$ cat config.mk
export PLATFORM = sky130hd
export DESIGN_NAME = irq_collector
export DESIGN_NICKNAME = d
export VERILOG_FILES = /design/src/rtl/irqc_pkg.sv /design/src/rtl/msi_vec_bank.sv /design/src/rtl/intx_latch.sv /design/src/rtl/irq_collector.sv
export SDC_FILE = /design/constraint.sdc
export NUM_CORES = 1
export LEC_CHECK = 0
export ABC_CLOCK_PERIOD_IN_PS = 3840
export BUFFER_PORTS_ARGS = -buffer_cell sky130_fd_sc_hd__buf_4
export CAP_MARGIN = 25
export CORE_MARGIN = 10
export CORE_UTILIZATION = 55
export DETAILED_ROUTE_END_ITERATION = 16
export PLACE_DENSITY = 0.85
export SLEW_MARGIN = 40
export SYNTH_ARGS = -nofsm -noshare
export SYNTH_HDL_FRONTEND = slang
export SYNTH_SLANG_ARGS = --single-unit
$ cat constraint.sdc
create_clock -name clk -period 3.84 [get_ports clk]
set_input_delay 0 -clock clk [delete_from_list [all_inputs] [get_ports clk]]
set_output_delay 0 -clock clk [all_outputs]
set_load 0.005 [all_outputs]
$ cat src/rtl/irqc_pkg.sv
package irqc_pkg;
  // register select codes; software depends on these
  typedef enum logic [1:0] {
    SEL_CAPADDR = 2'd0,
    SEL_MASK    = 2'd1,
    SEL_TOPSTAT = 2'd2,
    SEL_VECSTAT = 2'd3
  } reg_sel_e;

  // field positions in the top status and mask registers
  localparam int INTX_LSB = 16;
  localparam int SUM_BIT  = 23;

  // returns 1 when a data word names a vector inside the bank
  function automatic logic vec_in_range(input logic [31:0] data, input int nvec);
    return data < 32'(nvec);
  endfunction
endpackage

$ cat src/rtl/msi_vec_bank.sv
module msi_vec_bank #(
  parameter int NUM_VEC = 32,
  localparam int IDX_W = $clog2(NUM_VEC)
) (
  input  logic               clk,
  input  logic               rst_n,
  input  logic               hit,
  input  logic [IDX_W-1:0]   hit_idx,
  input  logic [NUM_VEC-1:0] vec_clr,
  input  logic               sum_clr,
  output logic [NUM_VEC-1:0] vec_q,
  output logic               sum_q
);
  logic [NUM_VEC-1:0] vec_d;

  generate
    for (genvar v = 0; v < NUM_VEC; v++) begin : g_vec
      logic set_v;
      assign set_v    = hit && (hit_idx == IDX_W'(v));
      // set wins over clear
      assign vec_d[v] = set_v | (vec_q[v] & ~vec_clr[v]);
    end
  endgenerate

  logic sum_d;
  // the summary drops only when nothing remains pending
  assign sum_d = hit | (sum_clr ? (|vec_d) : sum_q);

  always_ff @(posedge clk or negedge rst_n) begin
    if (!rst_n) begin
      vec_q <= '0;
      sum_q <= 1'b0;
    end else begin
      vec_q <= vec_d;
      sum_q <= sum_d;
    end
  end

  // an accepted write leaves its vector bit set
  a_r1_vec_set: assert property (@(posedge clk) disable iff (!rst_n)
    hit |=> vec_q[$past(hit_idx)]);
  // summary follows any accepted write
  a_r6_sum_set: assert property (@(posedge clk) disable iff (!rst_n)
    hit |=> sum_q);
  // a pending vector is never hidden
  a_r7_no_hide: assert property (@(posedge clk) disable iff (!rst_n)
    (|vec_q) |-> sum_q);
  // without a hit or a clear the vector bank holds
  a_r9_hold: assert property (@(posedge clk) disable iff (!rst_n)
    (!hit && vec_clr == '0) |=> $stable(vec_q));
endmodule

$ cat src/rtl/intx_latch.sv
module intx_latch #(
  parameter int NUM_INTX = 4
) (
  input  logic                clk,
  input  logic                rst_n,
  input  logic [NUM_INTX-1:0] intx_in,
  input  logic [NUM_INTX-1:0] intx_clr,
  output logic [NUM_INTX-1:0] intx_q
);
  generate
    for (genvar i = 0; i < NUM_INTX; i++) begin : g_line
      always_ff @(posedge clk or negedge rst_n) begin
        if (!rst_n) intx_q[i] <= 1'b0;
        else        intx_q[i] <= intx_in[i] | (intx_q[i] & ~intx_clr[i]);
      end

      // a high input is latched even against a clear
      a_r4_intx_latch: assert property (@(posedge clk) disable iff (!rst_n)
        intx_in[i] |=> intx_q[i]);
    end
  endgenerate
endmodule

$ cat src/rtl/irq_collector.sv
module irq_collector
  import irqc_pkg::*;
#(
  parameter int NUM_VEC  = 32,
  parameter int ADDR_W   = 32,
  parameter int DATA_W   = 32,
  parameter int NUM_INTX = 4,
  localparam int IDX_W   = $clog2(NUM_VEC)
) (
  input  logic                clk,
  input  logic                rst_n,
  input  logic                in_valid,
  input  logic [ADDR_W-1:0]   in_addr,
  input  logic [DATA_W-1:0]   in_data,
  input  logic [NUM_INTX-1:0] intx_in,
  input  logic                reg_wr,
  input  logic [1:0]          reg_addr,
  input  logic [DATA_W-1:0]   reg_wdata,
  output logic [DATA_W-1:0]   reg_rdata,
  output logic                host_irq
);
  logic [ADDR_W-1:0]   cap_addr_q;
  logic [NUM_INTX-1:0] intx_mask_q;
  logic                sum_mask_q;

  // named events used by the assertions
  logic wr_cap, wr_mask, wr_top, wr_vec;
  assign wr_cap  = reg_wr && (reg_addr == SEL_CAPADDR);
  assign wr_mask = reg_wr && (reg_addr == SEL_MASK);
  assign wr_top  = reg_wr && (reg_addr == SEL_TOPSTAT);
  assign wr_vec  = reg_wr && (reg_addr == SEL_VECSTAT);

  logic msi_hit;
  assign msi_hit = in_valid && (in_addr == cap_addr_q)
                   && vec_in_range(32'(in_data), NUM_VEC);

  always_ff @(posedge clk or negedge rst_n) begin
    if (!rst_n) begin
      cap_addr_q  <= '0;
      intx_mask_q <= '1;
      sum_mask_q  <= 1'b1;
    end else begin
      if (wr_cap) cap_addr_q <= reg_wdata[ADDR_W-1:0];
      if (wr_mask) begin
        intx_mask_q <= reg_wdata[INTX_LSB +: NUM_INTX];
        sum_mask_q  <= reg_wdata[SUM_BIT];
      end
    end
  end

  logic [NUM_VEC-1:0]  vec_q;
  logic                sum_q;
  logic [NUM_INTX-1:0] intx_q;

  msi_vec_bank #(.NUM_VEC(NUM_VEC)) u_vec (
    .clk     (clk),
    .rst_n   (rst_n),
    .hit     (msi_hit),
    .hit_idx (in_data[IDX_W-1:0]),
    .vec_clr (wr_vec ? reg_wdata[NUM_VEC-1:0] : '0),
    .sum_clr (wr_top && reg_wdata[SUM_BIT]),
    .vec_q   (vec_q),
    .sum_q   (sum_q)
  );

  intx_latch #(.NUM_INTX(NUM_INTX)) u_intx (
    .clk      (clk),
    .rst_n    (rst_n),
    .intx_in  (intx_in),
    .intx_clr (wr_top ? reg_wdata[INTX_LSB +: NUM_INTX] : '0),
    .intx_q   (intx_q)
  );

  logic [DATA_W-1:0] top_word, mask_word;
  always_comb begin
    top_word  = '0;
    mask_word = '0;
    top_word[INTX_LSB +: NUM_INTX]  = intx_q;
    top_word[SUM_BIT]               = sum_q;
    mask_word[INTX_LSB +: NUM_INTX] = intx_mask_q;
    mask_word[SUM_BIT]              = sum_mask_q;
  end

  always_comb begin
    unique case (reg_addr)
      SEL_CAPADDR: reg_rdata = DATA_W'(cap_addr_q);
      SEL_MASK:    reg_rdata = mask_word;
      SEL_TOPSTAT: reg_rdata = top_word;
      default:     reg_rdata = DATA_W'(vec_q);
    endcase
  end

  assign host_irq = |(intx_q & ~intx_mask_q) | (sum_q & ~sum_mask_q);

  // a masked-off source alone never raises the line
  a_r8_masked_quiet: assert property (@(posedge clk) disable iff (!rst_n)
    (intx_mask_q == '1 && sum_mask_q) |-> !host_irq);
  // capture address follows its register write
  a_r2_capaddr: assert property (@(posedge clk) disable iff (!rst_n)
    wr_cap |=> cap_addr_q == $past(reg_wdata[ADDR_W-1:0]));
endmodule

==> results.md <==
- Run status: complete, no violations
- Ratio of cells with drive above 1 in the final layout: 32.8%
- Clock Tree Root: clkbuf_8
- Area Growth Syn to Fin: 38.8%
- Peak supply drop: 0.207 mV
- Initial antenna violation count: 1
- Post-Syn Area per Cell: 11.1 um^2
- Internal Power: 1370 uW
- Logic pwr share: 25.4%
- Tot Pwr: 1980 uW
- Io pins: 139
- Mapped Cells: 374
- DR vias: 4309
- Critical path cell sequence: xnor2_1 -> nand4_1 -> nor4_2 -> nand4_4 -> o31ai_1
- Most numerous cell in the Yosys netlist: dfrtp_1
- EDFF count, synth: 0
- Area of the core: 0.00729 mm^2
- Post-CTS Setup Bufs: 0
- Worst reg2reg path endpoint: u_vec.vec_q[12]$_DFF_PN0_
- Total CTS buffers: 9
- Number of global-route vias before repair: 4487
- Cts hold-fix bufs: 41
- Reg2reg path depth: 5
- Fillers: 416
- Largest area contributor in the netlist: dfrtp_1
- Final period util: 68.1%
- Hold path cells: 3
- CTS Buffer Depth: 2
- Register area: 0.00186 mm^2
- CTS tree: done
- Largest net degree at the start of global routing: 75
- Worst skew pair latency: 0.36 ns
- Syn. warnings: 0
- GR Overflow Total: 0
- Setup Viol. Count Final: 0
- Hold path endpoint: u_vec.vec_q[31]$_DFF_PN0_
- CTS sink cnt: 74
- Clk_skew: 0.00658 ns
- Ranking of synthesized cells by area: dfrtp_1 41%, mux2_1 10%, nand4_1 5.9%, o31ai_1 5.8%, a22o_1 5.7%
- RePlAce Congestion: 0.936
- Fin Hold WS: 0.0434 ns
- Width of the die: 107 um
- Std-Cell Rows: 31
- Sw Ratio: 30.7%
- Startpoint Class: flip-flop
- Critical setup path kind: reg -> reg
- Tot GR Track Use: 28.8%
- CTS H-tree depth: 3
- CP max stage delay: 0.51 ns
- RSZ-0062 raised after global routing: no
- Cell count after placement: 586
- Pwr dens: 342 mW/mm^2
- Initial Util: 57.1%
- Yosys reg bits: 74
- DRC violation count after routing: 0
- Sw power: 606 uW
- Element type at the critical path end: flip-flop
- Post-Syn Area: 0.00416 mm^2
- Final std cells w/o fill: 642
- Worst Path Max Fanout: 33
- Crit path max-delay cell type: o31ai_1
- Post-cts sizing count: 0
- Setup TNS: 0 ns
- Seq/Total Area, Yosys: 44.6%
- Multi-input gate area: 0.00215 mm^2
- Relative slew slack: 55.5%
- Primary FF master, synth: dfrtp_1
- Port bufs: 138
- Worst path arrival time: 2.85 ns
- First-pass GRT wire length: 25800 um
- Die area: 0.0114 mm^2
- Routed WL per cell: 26.1 um
- Worst min path class: in -> reg
- Maxcap violations: 0
- Most frequent cells after synthesis: 69 x dfrtp_1, 39 x nand2_1, 39 x nand4_1
- Dpl hpwl: 11300 um
- Antenna Nets Post-Route: 0
- Crit path time final: 2.62 ns
- Seq pwr share: 47.9%
- Routed vias/inst: 6.71
- WP buf/inv: 0
- Max Clk Rate: 382 MHz
- LEAKAGE: 0.00250 uW
- Worst r2r src: cap_addr_q[7]$_DFFE_PN0P_
- Finished Core Util: 79.2%
- Fin. max-slew vios: 0
- Worst Max-Slew Pin Slew: 0.668 ns
- Starting DRT DRC Count: 596
- Power share of the clock group: 26.7%
- Post-synth top area share: 41.5%
- WL final: 16800 um
- Count of cell types in the netlist: 38
- Req. time, crit path: 4.08 ns
- Synth async-reset ratio: 100%
- CP delay by family, top: simple AND/OR/NAND/NOR gates
- DR pass1 iterations: 5
- Hold_sp: in_data[4]
- Final nets: 645
- Reg-to-reg slack, setup: 1.22 ns
- Post-Syn Nets: 480
- Clock-pin slew on the worst setup and hold paths: 0.08 ns
- Die Ht: 107 um
- Final hold vios: 0
## metal layers
layer	wire length (um)	GRT usage [%]
met5	0	0
met4	615	13.8
met3	2180	8.50
met2	7950	46.8
met1	6030	34.2
## state kept, by name (all words and copies together), names as in the netlist
| register | count |
|---|---|
| u_intx.intx_q | 4 |
| u_vec.sum_q | 1 |
| cap_addr_q | 32 |
| intx_mask_q | 4 |
| u_vec.vec_q | 32 |
| sum_mask_q | 1 |
## power groups by stage
stage                     logic [uW]  registers, uW  clock network [uW]
after floorplan                  230            930                   0
after global placement           441            946                   0
final                            502            947                 528
after global routing             530            955                 556
after detailed placement         452            955                   0
after CTS                        487            940                 517
## worst max path at each step
stage               cells past startpoint  slack (ns)                   endpoint                       from
floorplan                               6        2.19  u_vec.vec_q[19]$_DFF_PN0_  cap_addr_q[5]$_DFFE_PN0P_
global placement                        5        1.68  u_vec.vec_q[12]$_DFF_PN0_  cap_addr_q[4]$_DFFE_PN0P_
detailed placement                      5        1.62  u_vec.vec_q[17]$_DFF_PN0_  cap_addr_q[7]$_DFFE_PN0P_
CTS                                     5        1.56  u_vec.vec_q[12]$_DFF_PN0_  cap_addr_q[7]$_DFFE_PN0P_
global route                            5        1.24  u_vec.vec_q[12]$_DFF_PN0_  cap_addr_q[7]$_DFFE_PN0P_
finish                                  5        1.22  u_vec.vec_q[12]$_DFF_PN0_  cap_addr_q[7]$_DFFE_PN0P_
## cells in the final DEF, fill, tap and decap left out, types with 2 or more instances in the layout
master         synthesis  final
dfstp_2                5      5
o31ai_1               32     32
nor2_1                 3      2
xnor2_1               24     24
nand4_1               39     39
xor2_1                 8      8
mux4_2                 5      5
nor4_2                 5      5
nand2_1               39     39
a21o_1                 4      4
nand3_1                4      4
mux2_1                37     37
nand2b_1               2      2
a22o_1                27     27
clkinv_2               0      4
nand3b_1               4      4
nor4_1                 5      5
nand4_2                2      2
buf_4                  0    139
clkbuf_8               0     10
dlygate4sd3_1          0     41
dfrtp_1               69     69
a222oi_1               2      2
a22oi_1               12     12
inv_1                  5      5
## worst min-delay path: stages
cell	delay [ns]
buf_4	0.14
nand3_1	0.14
o31ai_1	0.08
## logic make-up after synthesis
group | share of synthesized area [%]
buffers and inverters | 3.79
muxes | 12.7
AOI/OAI and AO/OA | 15.5
xor gates and xnor gates | 6.73
and+or+nand+nor | 16.6
DFF | 44.6
## per-stage QoR
stage,area (um^2),setup WS (ns)
after floorplan,4160,2.19
after global placement,5200,1.68
after detailed placement,5200,1.62
after CTS,5770,1.56
after global routing,5780,1.24
final,5780,1.22
## final cells by class
type | count | share of cell area [%]
inverters | 5 | 0.325
diodes | 1 | 0.0433
clock inverters | 4 | 0.347
well taps | 99 | 2.14
multi-input cells | 268 | 37.2
clock buffers | 10 | 2.38
flip-flops and latches | 74 | 32.2
repair buffers | 181 | 25.4
No activity file was read; power rests on OpenSTA's default activity.
